==> src/rtl/sru_pkg.sv <==
package sru_pkg;

   // access mode codes held in a descriptor
   typedef enum logic [1:0] {
      ACC_NONE = 2'b00,
      ACC_RO   = 2'b01,
      ACC_RSV  = 2'b10,
      ACC_RW   = 2'b11
   } acc_e;

   // register kinds selected by the top bits of the write address
   typedef enum logic [1:0] {
      KIND_REL  = 2'd0,
      KIND_DESC = 2'd1,
      KIND_CSR  = 2'd2,
      KIND_NONE = 2'd3
   } kind_e;

   // descriptor field positions
   localparam int DESC_LEN_LSB = 8;
   localparam int DESC_UP_BIT  = 3;

   // control/status field positions
   localparam int CSR_EN_BIT   = 0;
   localparam int CSR_PG_LSB   = 1;
   localparam int CSR_ERR_RO   = 13;
   localparam int CSR_ERR_LEN  = 14;
   localparam int CSR_ERR_NACC = 15;

endpackage

==> src/rtl/sru_regfile.sv <==
module sru_regfile
   import sru_pkg::*;
#(
   parameter int NPAGE = 8,
   parameter int REL_W = 12,
   parameter int LEN_W = 7,
   parameter bit SPLIT = 1'b1
) (
   input  logic                     clk,
   input  logic                     rst_n,
   input  logic                     wr_rel,
   input  logic                     wr_desc,
   input  logic                     wr_space,
   input  logic [$clog2(NPAGE)-1:0] wr_page,
   input  logic [REL_W-1:0]         wr_rel_val,
   input  logic [LEN_W-1:0]         wr_len,
   input  logic                     wr_up,
   input  logic [1:0]               wr_acc,
   input  logic                     rd_space,
   input  logic [$clog2(NPAGE)-1:0] rd_page,
   output logic [REL_W-1:0]         rel,
   output logic [LEN_W-1:0]         len,
   output logic                     up,
   output acc_e                     acc
);

   localparam int PG_W = $clog2(NPAGE);
   localparam int NSET = SPLIT ? 2 : 1;

   logic [REL_W-1:0] rel_q [NSET][NPAGE];
   logic [LEN_W-1:0] len_q [NSET][NPAGE];
   logic             up_q  [NSET][NPAGE];
   acc_e             acc_q [NSET][NPAGE];

   for (genvar s = 0; s < NSET; s++) begin : g_set
      for (genvar p = 0; p < NPAGE; p++) begin : g_page
         logic hit;
         if (SPLIT) begin : g_sel
            assign hit = (wr_page == PG_W'(p)) && (wr_space == 1'(s));
         end else begin : g_any
            assign hit = (wr_page == PG_W'(p));
         end

         always_ff @(posedge clk) begin
            if (!rst_n) begin
               rel_q[s][p] <= '0;
               len_q[s][p] <= '0;
               up_q[s][p]  <= 1'b0;
               acc_q[s][p] <= ACC_NONE;
            end else begin
               if (wr_rel && hit) begin
                  rel_q[s][p] <= wr_rel_val;
               end
               if (wr_desc && hit) begin
                  len_q[s][p] <= wr_len;
                  up_q[s][p]  <= wr_up;
                  acc_q[s][p] <= acc_e'(wr_acc);
               end
            end
         end
      end
   end

   if (SPLIT) begin : g_rd_split
      assign rel = rel_q[rd_space][rd_page];
      assign len = len_q[rd_space][rd_page];
      assign up  = up_q[rd_space][rd_page];
      assign acc = acc_q[rd_space][rd_page];
   end else begin : g_rd_shared
      logic unused_space;
      assign unused_space = rd_space ^ wr_space;
      assign rel = rel_q[0][rd_page];
      assign len = len_q[0][rd_page];
      assign up  = up_q[0][rd_page];
      assign acc = acc_q[0][rd_page];
   end

endmodule

==> src/rtl/sru_xlate.sv <==
module sru_xlate
   import sru_pkg::*;
#(
   parameter int VA_W   = 16,
   parameter int PA_W   = 18,
   parameter int NPAGE  = 8,
   parameter int BLK_SH = 6
) (
   input  logic                                  en,
   input  logic [VA_W-1:0]                       va,
   input  logic                                  write,
   input  logic [PA_W-BLK_SH-1:0]                rel,
   input  logic [VA_W-$clog2(NPAGE)-BLK_SH-1:0]  len,
   input  logic                                  up,
   input  acc_e                                  acc,
   output logic [$clog2(NPAGE)-1:0]              page,
   output logic [PA_W-1:0]                       pa,
   output logic                                  err_nacc,
   output logic                                  err_len,
   output logic                                  err_ro
);

   localparam int PG_W  = $clog2(NPAGE);
   localparam int OFF_W = VA_W - PG_W;
   localparam int LEN_W = OFF_W - BLK_SH;

   logic [OFF_W-1:0] off;
   logic [LEN_W-1:0] blk;
   logic [PA_W-1:0]  pa_mapped;
   logic [PA_W-1:0]  pa_fixed;
   logic             no_acc;
   logic             outside;

   assign page = va[VA_W-1 -: PG_W];
   assign off  = va[OFF_W-1:0];
   assign blk  = off[OFF_W-1 -: LEN_W];

   // relocated address: base in block units plus in-page offset
   assign pa_mapped = {rel, {BLK_SH{1'b0}}} + PA_W'(off);

   // bypass map: top page lands on the top of physical space
   always_comb begin
      if (&page) begin
         pa_fixed = {{(PA_W-OFF_W){1'b1}}, off};
      end else begin
         pa_fixed = PA_W'(va);
      end
   end

   assign outside = up ? (blk <= len) : (blk > len);
   assign no_acc  = (acc == ACC_NONE) || (acc == ACC_RSV);

   assign pa       = en ? pa_mapped : pa_fixed;
   assign err_nacc = en && no_acc;
   assign err_len  = en && !no_acc && outside;
   assign err_ro   = en && !no_acc && write && (acc == ACC_RO);

endmodule

==> src/rtl/sru_status.sv <==
module sru_status
   import sru_pkg::*;
#(
   parameter int DATA_W = 16,
   parameter int VA_W   = 16,
   parameter int PG_W   = 3
) (
   input  logic              clk,
   input  logic              rst_n,
   input  logic              wr_csr,
   input  logic [DATA_W-1:0] wr_data,
   input  logic              cap_fetch,
   input  logic [VA_W-1:0]   va,
   input  logic              abort,
   input  logic              err_nacc,
   input  logic              err_len,
   input  logic              err_ro,
   input  logic [PG_W-1:0]   page,
   input  logic              space,
   output logic [DATA_W-1:0] csr,
   output logic [VA_W-1:0]   fetch_va
);

   localparam int SPACE_BIT = CSR_PG_LSB + PG_W;

   logic frozen;
   assign frozen = csr[CSR_ERR_NACC] | csr[CSR_ERR_LEN] | csr[CSR_ERR_RO];

   always_ff @(posedge clk) begin
      if (!rst_n) begin
         csr      <= '0;
         fetch_va <= '0;
      end else begin
         if (cap_fetch) begin
            fetch_va <= va;
         end
         if (wr_csr) begin
            csr <= wr_data;
         end else if (abort) begin
            csr[CSR_ERR_NACC] <= csr[CSR_ERR_NACC] | err_nacc;
            csr[CSR_ERR_LEN]  <= csr[CSR_ERR_LEN]  | err_len;
            csr[CSR_ERR_RO]   <= csr[CSR_ERR_RO]   | err_ro;
            if (!frozen) begin
               csr[CSR_PG_LSB +: PG_W] <= page;
               csr[SPACE_BIT]          <= space;
            end
         end
      end
   end

   // fetch address captured on the next edge
   p_fetch_cap_r7: assert property (@(posedge clk) disable iff (!rst_n)
      cap_fetch |=> fetch_va == $past(va));

   // fault record frozen while flags remain
   p_fault_frozen_r8: assert property (@(posedge clk) disable iff (!rst_n)
      (frozen && !wr_csr) |=> $stable(csr[SPACE_BIT:CSR_PG_LSB]));

   // a length fault always leaves its flag set
   p_len_flag_r3: assert property (@(posedge clk) disable iff (!rst_n)
      (abort && err_len && !wr_csr) |=> csr[CSR_ERR_LEN]);

   // only software changes the enable bit
   p_enable_hold_r6: assert property (@(posedge clk) disable iff (!rst_n)
      !wr_csr |=> $stable(csr[CSR_EN_BIT]));

endmodule

==> src/rtl/seg_reloc_unit.sv <==
module seg_reloc_unit
   import sru_pkg::*;
#(
   parameter int VA_W         = 16,
   parameter int PA_W         = 18,
   parameter int NPAGE        = 8,
   parameter int BLK_SH       = 6,
   parameter int DATA_W       = 16,
   parameter bit SPLIT_SPACES = 1'b1,
   localparam int PG_W        = $clog2(NPAGE),
   localparam int WA_W        = PG_W + 3
) (
   input  logic              clk,
   input  logic              rst_n,
   input  logic              wr_en,
   input  logic [WA_W-1:0]   wr_addr,
   input  logic [DATA_W-1:0] wr_data,
   input  logic              req_valid,
   input  logic [VA_W-1:0]   req_va,
   input  logic              req_write,
   input  logic              req_ispace,
   input  logic              req_fetch,
   output logic [PA_W-1:0]   pa,
   output logic              abort,
   output logic [DATA_W-1:0] sr0,
   output logic [VA_W-1:0]   sr2
);

   localparam int OFF_W = VA_W - PG_W;
   localparam int LEN_W = OFF_W - BLK_SH;
   localparam int REL_W = PA_W - BLK_SH;

   // elaboration-time parameter checks
   if (PA_W <= VA_W) begin : g_chk_pa
      $error("physical width must exceed virtual width");
   end
   if ((1 << PG_W) != NPAGE) begin : g_chk_pg
      $error("page count must be a power of two");
   end
   if (LEN_W < 1) begin : g_chk_blk
      $error("block shift leaves no block index");
   end
   if (REL_W > DATA_W) begin : g_chk_rel
      $error("relocation value does not fit the write data");
   end
   if (DESC_LEN_LSB + LEN_W > DATA_W) begin : g_chk_len
      $error("length field does not fit the write data");
   end
   if (CSR_PG_LSB + PG_W >= CSR_ERR_RO) begin : g_chk_csr
      $error("fault page field collides with error flags");
   end
   if (VA_W > DATA_W) begin : g_chk_va
      $error("virtual width exceeds register width");
   end

   kind_e               wr_kind;
   logic                wr_space;
   logic [PG_W-1:0]     wr_page;
   logic [REL_W-1:0]    cur_rel;
   logic [LEN_W-1:0]    cur_len;
   logic                cur_up;
   acc_e                cur_acc;
   logic [PG_W-1:0]     cur_page;
   logic                e_nacc, e_len, e_ro;
   logic                xl_en;

   assign wr_kind  = kind_e'(wr_addr[WA_W-1 -: 2]);
   assign wr_space = wr_addr[PG_W];
   assign wr_page  = wr_addr[PG_W-1:0];
   assign xl_en    = sr0[CSR_EN_BIT];

   sru_regfile #(
      .NPAGE (NPAGE),
      .REL_W (REL_W),
      .LEN_W (LEN_W),
      .SPLIT (SPLIT_SPACES)
   ) i_regs (
      .clk        (clk),
      .rst_n      (rst_n),
      .wr_rel     (wr_en && (wr_kind == KIND_REL)),
      .wr_desc    (wr_en && (wr_kind == KIND_DESC)),
      .wr_space   (wr_space),
      .wr_page    (wr_page),
      .wr_rel_val (wr_data[REL_W-1:0]),
      .wr_len     (wr_data[DESC_LEN_LSB +: LEN_W]),
      .wr_up      (wr_data[DESC_UP_BIT]),
      .wr_acc     (wr_data[1:0]),
      .rd_space   (req_ispace),
      .rd_page    (req_va[VA_W-1 -: PG_W]),
      .rel        (cur_rel),
      .len        (cur_len),
      .up         (cur_up),
      .acc        (cur_acc)
   );

   sru_xlate #(
      .VA_W   (VA_W),
      .PA_W   (PA_W),
      .NPAGE  (NPAGE),
      .BLK_SH (BLK_SH)
   ) i_xlate (
      .en       (xl_en),
      .va       (req_va),
      .write    (req_write),
      .rel      (cur_rel),
      .len      (cur_len),
      .up       (cur_up),
      .acc      (cur_acc),
      .page     (cur_page),
      .pa       (pa),
      .err_nacc (e_nacc),
      .err_len  (e_len),
      .err_ro   (e_ro)
   );

   assign abort = req_valid && (e_nacc || e_len || e_ro);

   sru_status #(
      .DATA_W (DATA_W),
      .VA_W   (VA_W),
      .PG_W   (PG_W)
   ) i_status (
      .clk       (clk),
      .rst_n     (rst_n),
      .wr_csr    (wr_en && (wr_kind == KIND_CSR)),
      .wr_data   (wr_data),
      .cap_fetch (req_valid && req_fetch),
      .va        (req_va),
      .abort     (abort),
      .err_nacc  (e_nacc),
      .err_len   (e_len),
      .err_ro    (e_ro),
      .page      (cur_page),
      .space     (req_ispace),
      .csr       (sr0),
      .fetch_va  (sr2)
   );

   // bypass map is the identity below the top page
   p_ident_map_r6: assert property (@(posedge clk) disable iff (!rst_n)
      (req_valid && !sr0[CSR_EN_BIT] && !(&req_va[VA_W-1 -: PG_W]))
         |-> (pa == PA_W'(req_va)) && !abort);

endmodule

==> config.mk <==
export PLATFORM = sky130hd
export DESIGN_NAME = seg_reloc_unit
export DESIGN_NICKNAME = d
export VERILOG_FILES = /design/src/rtl/sru_pkg.sv /design/src/rtl/sru_regfile.sv /design/src/rtl/sru_xlate.sv /design/src/rtl/sru_status.sv /design/src/rtl/seg_reloc_unit.sv
export SDC_FILE = /design/constraint.sdc
export NUM_CORES = 1
export LEC_CHECK = 0
export ABC_AREA = 1
export CAP_MARGIN = 15
export CORE_ASPECT_RATIO = 1.75
export CORE_MARGIN = 2
export CORE_UTILIZATION = 69
export CTS_CLUSTER_DIAMETER = 200
export DETAILED_ROUTE_END_ITERATION = 16
export DONT_BUFFER_PORTS = 1
export PLACE_DENSITY = 0.85
export SLEW_MARGIN = 10
export SYNTH_ARGS = -nofsm -noshare
export SYNTH_HDL_FRONTEND = slang
export SYNTH_HIERARCHICAL = 1
export SYNTH_SLANG_ARGS = --single-unit
==> constraint.sdc <==
create_clock -name clk -period 5.1 [get_ports clk]
set_input_delay 0.51 -clock clk [delete_from_list [all_inputs] [get_ports clk]]
set_output_delay 0.51 -clock clk [all_outputs]
set_load 0.02 [all_outputs]
==> results.json, run 1 <==
{
  "cts.repair.resized": 0,
  "min-delay-path-class": "in -> reg",
  "clock-sinks": 384,
  "wl_um": 55500,
  "n_antenna_cell": 0,
  "globalRouteMet3Util_pct": 7.44,
  "syn_area_um2": 19400,
  "antenna_found_initial": 1,
  "grt_usage_pct": 38.2,
  "syn_area_per_cell_um2": 8.38,
  "wl_per_cell_um": 21.2,
  "ir_drop_uv": 326,
  "endpoint_kind": "output pin",
  "synth_top_cell_area_share_pct": 54.4,
  "p_per_area_nw_per_um2": 348,
  "timing.final.ws_setup_ns": 1.03,
  "fmax_mhz": 245,
  "worstRegToRegCells": 23,
  "start_kind": "input port",
  "yosysTopAreaCell": "edfxtp_1",
  "io_pins": 96,
  "finalCritPeriodShare_pct": 79.9,
  "final_util_pct": 74.2,
  "grt_pass1_vias": 14975,
  "syn_nets": 2373,
  "die_height_um": 226,
  "cp_slowest_stage_delay_ns": 0.76,
  "timing.critical_path.fanout_max": 49,
  "critPathMostFrequentCell": "nand2_1",
  "whs_ns": 0.119,
  "cts.clk_slew.worst_paths_ns": 0.06,
  "tightest_slew_ns": 1.23,
  "cts_tree": "done",
  "finalPower_mw": 7.18,
  "fin_skew_ns": 0.00638,
  "hold_violations": 0,
  "cts_root_buf": "clkbuf_16",
  "insertion_delay_ns": 0.53,
  "vias_per_cell": 5.95,
  "post-route-min-period_ns": 4.07,
  "regToRegSetupSlack_ns": 2.15,
  "synth_seq_cells": 384,
  "via_count": 15596,
  "start_util_pct": 69.8,
  "top_usage_layer": "met2",
  "grt_max_degree": 179,
  "r2r-end": "i_status/csr[1]",
  "critPathSlowestCell": "clkinv_1",
  "die_area_um2": 29500,
  "drt-initial-drc-count": 1649,
  "die_x_um": 131,
  "synth_cell_type_count": 34,
  "row_count": 81,
  "crit_arrival_ns": 3.56,
  "reg2reg_from": "i_regs/len_q[1][53]",
  "drive_above_1_share_pct": 4.58,
  "yosysSeqAreaShare_pct": 57.8,
  "synth_area_leaders": "edfxtp_1, nand2_1, nor2_1",
  "grt_util_met1_pct": 40.5,
  "firstDrtPassIters": 6,
  "p_leak_nw": 9.36,
  "cts_hold_buf": 0,
  "status": "completed",
  "worst-path-buf-inv": 2,
  "ctsLongestPathBuffers": 3,
  "fin_setup_tns_ns": 0,
  "finalNetCount": 2285,
  "coreArea_um2": 27800,
  "slew_viol_final": 0,
  "crit_family": "buffers and inverters",
  "critPathKind": "in -> out",
  "syn_inst": 2313,
  "ant_nets": 0,
  "cp_cell_sequence": "clkinv_1 -> buf_4 -> nand3_1 -> nand3_1 -> nand2_1 -> ha_1 -> a21oi_1 -> nand2_1 -> nand2_1 -> nand2_1 -> o21ai_1",
  "cts_setup_buffers": 0,
  "cap_violations": 0,
  "numCtsBuffers": 34,
  "grt_pass1_wl_um": 82000,
  "ys_warn_count": 6,
  "setup_viol_count_final": 0,
  "area_delta_synth_final_pct": 6.37,
  "rsz0062_at_grt": "false",
  "critPathCapture": "pa[12]",
  "h-tree-depth": 2,
  "portBuffers": 0,
  "dp_hpwl_um": 36000,
  "post-place-ws_ns": 1.07,
  "gp_congestion": 1.03,
  "drc": 0,
  "cp.depth": 11,
  "grt_overflow": 0,
  "grt_use_met2_pct": 63.4,
  "startpoint": "req_va[14]",
  "maxSlewHeadroom_pct": 17.7,
  "critical_path_required_ns": 4.59
}
## worst min path at each step
stage | start | to | slack (ns) | cells past startpoint
after CTS | rst_n | i_status/csr[1] | 0.09 | 2
after floorplan | i_regs/up_q[1][7] | i_regs/up_q[1][7] | 0.45 | 2
after global routing | rst_n | i_status/csr[2] | 0.11 | 2
after detailed placement | i_regs/up_q[1][7] | i_regs/up_q[1][7] | 0.49 | 2
final | wr_data[5] | i_status/csr[5] | 0.12 | 2
after global placement | i_regs/up_q[1][7] | i_regs/up_q[1][7] | 0.47 | 2
## through the flow
| step | area [µm²] | cells |
|---|---|---|
| 3_5_place_dp | 19400 | 2561 |
| 2_1_floorplan | 19400 | 2313 |
| 3_3_place_gp | 19400 | 2561 |
| 4_1_cts | 20600 | 2622 |
| 6_report | 20600 | 2623 |
| 5_1_grt | 20600 | 2623 |
## state kept, by name, summed over array words and instances (netlist names)
name and count:
i_regs/len_q 112, i_regs/acc_q 32, i_status/csr 16, i_regs/up_q 16, i_status/fetch_va 16, i_regs/rel_q 192
## layer usage
layer / share of wire (%) / vias up
met5: 0.029 / -
met3: 9.1 / 313
met4: 11 / 2
met1: 30 / 7219
met2: 50 / 937
li1: - / 7125
## power by group
group          switching [mW]  internal (mW)  leakage, nW
Sequential             0.0747           3.59         3.61
Combinational           0.525          0.188         5.16
Clock                    1.11           1.69        0.591
Total                    1.71           5.47         9.36
## final cells by class
cell class              instances  area [µm²]
flip-flops and latches        384       11200
fillers                      2007        7160
multi-input cells            1449        6280
inverters                     334        1260
clock buffers                  44         962
well taps                     373         467
clock inverters                17         260
repair buffers                 22         190
## synth_stat cells (all sizes together)
cell type,number
clkinv,2
nor3,5
a21o,1
buf,65
dfxtp,33
nand2,592
inv,332
nand4,18
a21oi,14
edfxtp,351
o21ai,43
nand3,317
fa,1
nand3b,3
xnor2,2
ha,14
clkbuf,81
nor3b,2
nor2,437
## logic make-up after synthesis
family | synth area share (%)
and+or+nand+nor | 29.7
buffers and inverters | 9.83
xor gates and xnor gates | 0.0904
adders and majority gates | 1.01
DFF | 57.8
AOI/OAI and AO/OA | 1.55
## cells in the final DEF (no fill, tap or decap), drive strengths merged
| master | count |
|---|---|
| xnor2 | 2 |
| inv | 333 |
| clkinvlp | 2 |
| nor3b | 2 |
| buf | 22 |
| nand4 | 18 |
| nor2 | 437 |
| a21oi | 14 |
| nand2 | 592 |
| ha | 14 |
| fa | 1 |
| bufinv | 7 |
| clkbuf | 44 |
| edfxtp | 351 |
| nand3b | 3 |
| dfxtp | 33 |
| o21ai | 43 |
| nor3 | 5 |
| clkinv | 9 |
| nand3 | 317 |
| a21o | 1 |
Power figures use the tool's default switching activity.
==> run 2: changes to the inputs <==
--- a/config.mk
+++ b/config.mk
@@ -9,11 +9,11 @@
 export CAP_MARGIN = 15
 export CORE_ASPECT_RATIO = 1.75
 export CORE_MARGIN = 2
-export CORE_UTILIZATION = 69
+export CORE_UTILIZATION = 64
 export CTS_CLUSTER_DIAMETER = 200
 export DETAILED_ROUTE_END_ITERATION = 16
 export DONT_BUFFER_PORTS = 1
-export PLACE_DENSITY = 0.85
+export PLACE_DENSITY = 0.8
 export SLEW_MARGIN = 10
 export SYNTH_ARGS = -nofsm -noshare
 export SYNTH_HDL_FRONTEND = slang
==> constraint.sdc (replaced) <==
create_clock -name clk -period 4.2 [get_ports clk]
set_input_delay 0.42 -clock clk [delete_from_list [all_inputs] [get_ports clk]]
set_output_delay 0.42 -clock clk [all_outputs]
set_load 0.02 [all_outputs]
==> results.json, run 2 (synthesized netlist as in run 1, its figures left out) <==
{
  "drc": 0,
  "ctsLongestPathBuffers": 3,
  "grt_overflow": 0,
  "numCtsBuffers": 35,
  "fmax_mhz": 274,
  "start_kind": "input port",
  "fin_setup_tns_ns": 0,
  "final_util_pct": 68.8,
  "final_common_cell": "nand2_1",
  "clock-sinks": 384,
  "row_count": 84,
  "tightest_slew_ns": 0.952,
  "post-route-min-period_ns": 3.64,
  "p_per_area_nw_per_um2": 409,
  "finalCritPeriodShare_pct": 86.8,
  "critPathKind": "in -> out",
  "final_cell_mix": "nand2_1, nor2_1, edfxtp_1",
  "cp_cell_sequence": "inv_2 -> buf_12 -> nand3_1 -> nand3_1 -> nand3_1 -> nand2_1 -> inv_1 -> ha_1 -> nand2_1 -> nor2_1 -> nand2_1 -> nand2_1 -> nand2_1 -> nand2_1 -> nand2_1 -> nor2_1 -> inv_1 -> a21oi_1 -> buf_4",
  "setup_viol_count_final": 0,
  "start_util_pct": 64.7,
  "antenna_found_initial": 0,
  "timing.critical_path.fanout_max": 93,
  "grt_max_degree": 179,
  "ant_nets": 0,
  "hold_violations": 0,
  "dp_hpwl_um": 35200,
  "fin_skew_ns": 0.00612,
  "rsz0062_at_grt": "false",
  "hold_depth": 2,
  "endpoint_kind": "output pin",
  "crit_arrival_ns": 3.22,
  "crit_family": "simple AND/OR/NAND/NOR gates",
  "gp_congestion": 1.00,
  "drt-initial-drc-count": 1554,
  "die_height_um": 234,
  "area_delta_synth_final_pct": 6.26,
  "regMostFlops": "i_regs/rel_q",
  "p_leak_nw": 9.35,
  "wl_um": 53400,
  "min_from": "req_va[5]",
  "r2r-end": "i_status/csr[1]",
  "grt_usage_pct": 33.9,
  "wl_per_cell_um": 20.2,
  "critical_path_required_ns": 3.78,
  "cts_hold_buf": 1,
  "h-tree-depth": 2,
  "min-delay-path-class": "in -> reg",
  "cp_slowest_stage_delay_ns": 0.46,
  "vias_per_cell": 5.80,
  "worstHoldEndpoint": "i_status/fetch_va[5]",
  "largestRegisters": "i_regs/rel_q (192), i_regs/len_q (112), i_regs/acc_q (32)",
  "via_count": 15335,
  "critPathMostFrequentCell": "nand2_1",
  "grt_pass1_vias": 14898,
  "critPathSlowestCell": "inv_2",
  "finalNetCount": 2291,
  "portBuffers": 0,
  "maxSlewHeadroom_pct": 36.5,
  "io_pins": 96,
  "die_area_um2": 31700,
  "n_antenna_cell": 0,
  "status": "completed",
  "cts_root_buf": "clkbuf_16",
  "coreArea_um2": 30000,
  "grt_pass1_wl_um": 79600,
  "die_x_um": 136,
  "insertion_delay_ns": 0.54,
  "worstRegToRegCells": 23,
  "cap_violations": 0,
  "drive_above_1_share_pct": 4.65,
  "firstDrtPassIters": 6,
  "largest_register_ffs": 192,
  "cts_setup_buffers": 0,
  "cts.clk_slew.worst_paths_ns": 0.07,
  "reg2reg_from": "i_regs/len_q[1][38]",
  "cts_tree": "done",
  "regToRegSetupSlack_ns": 1.26,
  "worst-path-buf-inv": 5,
  "slew_viol_final": 0,
  "finalPower_mw": 8.43,
  "ir_drop_uv": 440,
  "cts.repair.resized": 0
}
[run 2: cell types whose count changed in the layout (fill, tap and decap cells not counted), sizes merged]
| cell | change |
|---|---|
| bufinv | -5 |
| clkinvlp | -1 |
| buf | +4 |
| clkbuf | +3 |
| clkinv | +4 |
| dlygate4sd3 | +1 |
[run 2: how the worst max path moves through the flow]
stage	start	endpoint	slack, ns	cells after the start
6_report	req_va[13]	abort	0.56	19
5_1_grt	req_va[13]	pa[12]	0.39	18
4_1_cts	req_va[13]	abort	0.77	19
3_5_place_dp	req_va[13]	i_status/csr[1]	0.77	23
3_3_place_gp	req_va[13]	i_status/csr[4]	0.78	23
2_1_floorplan	req_va[13]	i_status/csr[1]	0.78	25
[run 2: per-stage QoR]
stage,setup slack [ns],area [µm²],hold WS (ns),std cells
6_report,0.555,20600,0.0217,2643
5_1_grt,0.389,20600,0.00752,2643
4_1_cts,0.775,20600,0.00668,2642
3_5_place_dp,0.766,19500,0.480,2579
3_3_place_gp,0.780,19500,0.464,2579
2_1_floorplan,0.776,19400,0.451,2313
[run 2: layer usage]
layer	global-route usage [%]	share of wire, %	vias up
met2	59.9	52	768
met4	26.8	9.2	0
met5	0	0	-
li1	-	-	7135
met1	35.3	31	7168
met3	5.47	7.6	264
[run 2: report_power, final]
group	internal [mW]	switching [mW]	leakage [nW]
combinational	0.234	0.611	5.20
clock	1.77	1.36	0.541
sequential	4.36	0.0897	3.61
[run 2: final cells by class]
type	count	area [µm²]
inverters	334	1260
repair buffers	27	268
multi-input cells	1449	6280
fillers	2415	9360
flip-flops and latches	384	11200
clock inverters	15	120
clock buffers	47	983
well taps	387	484
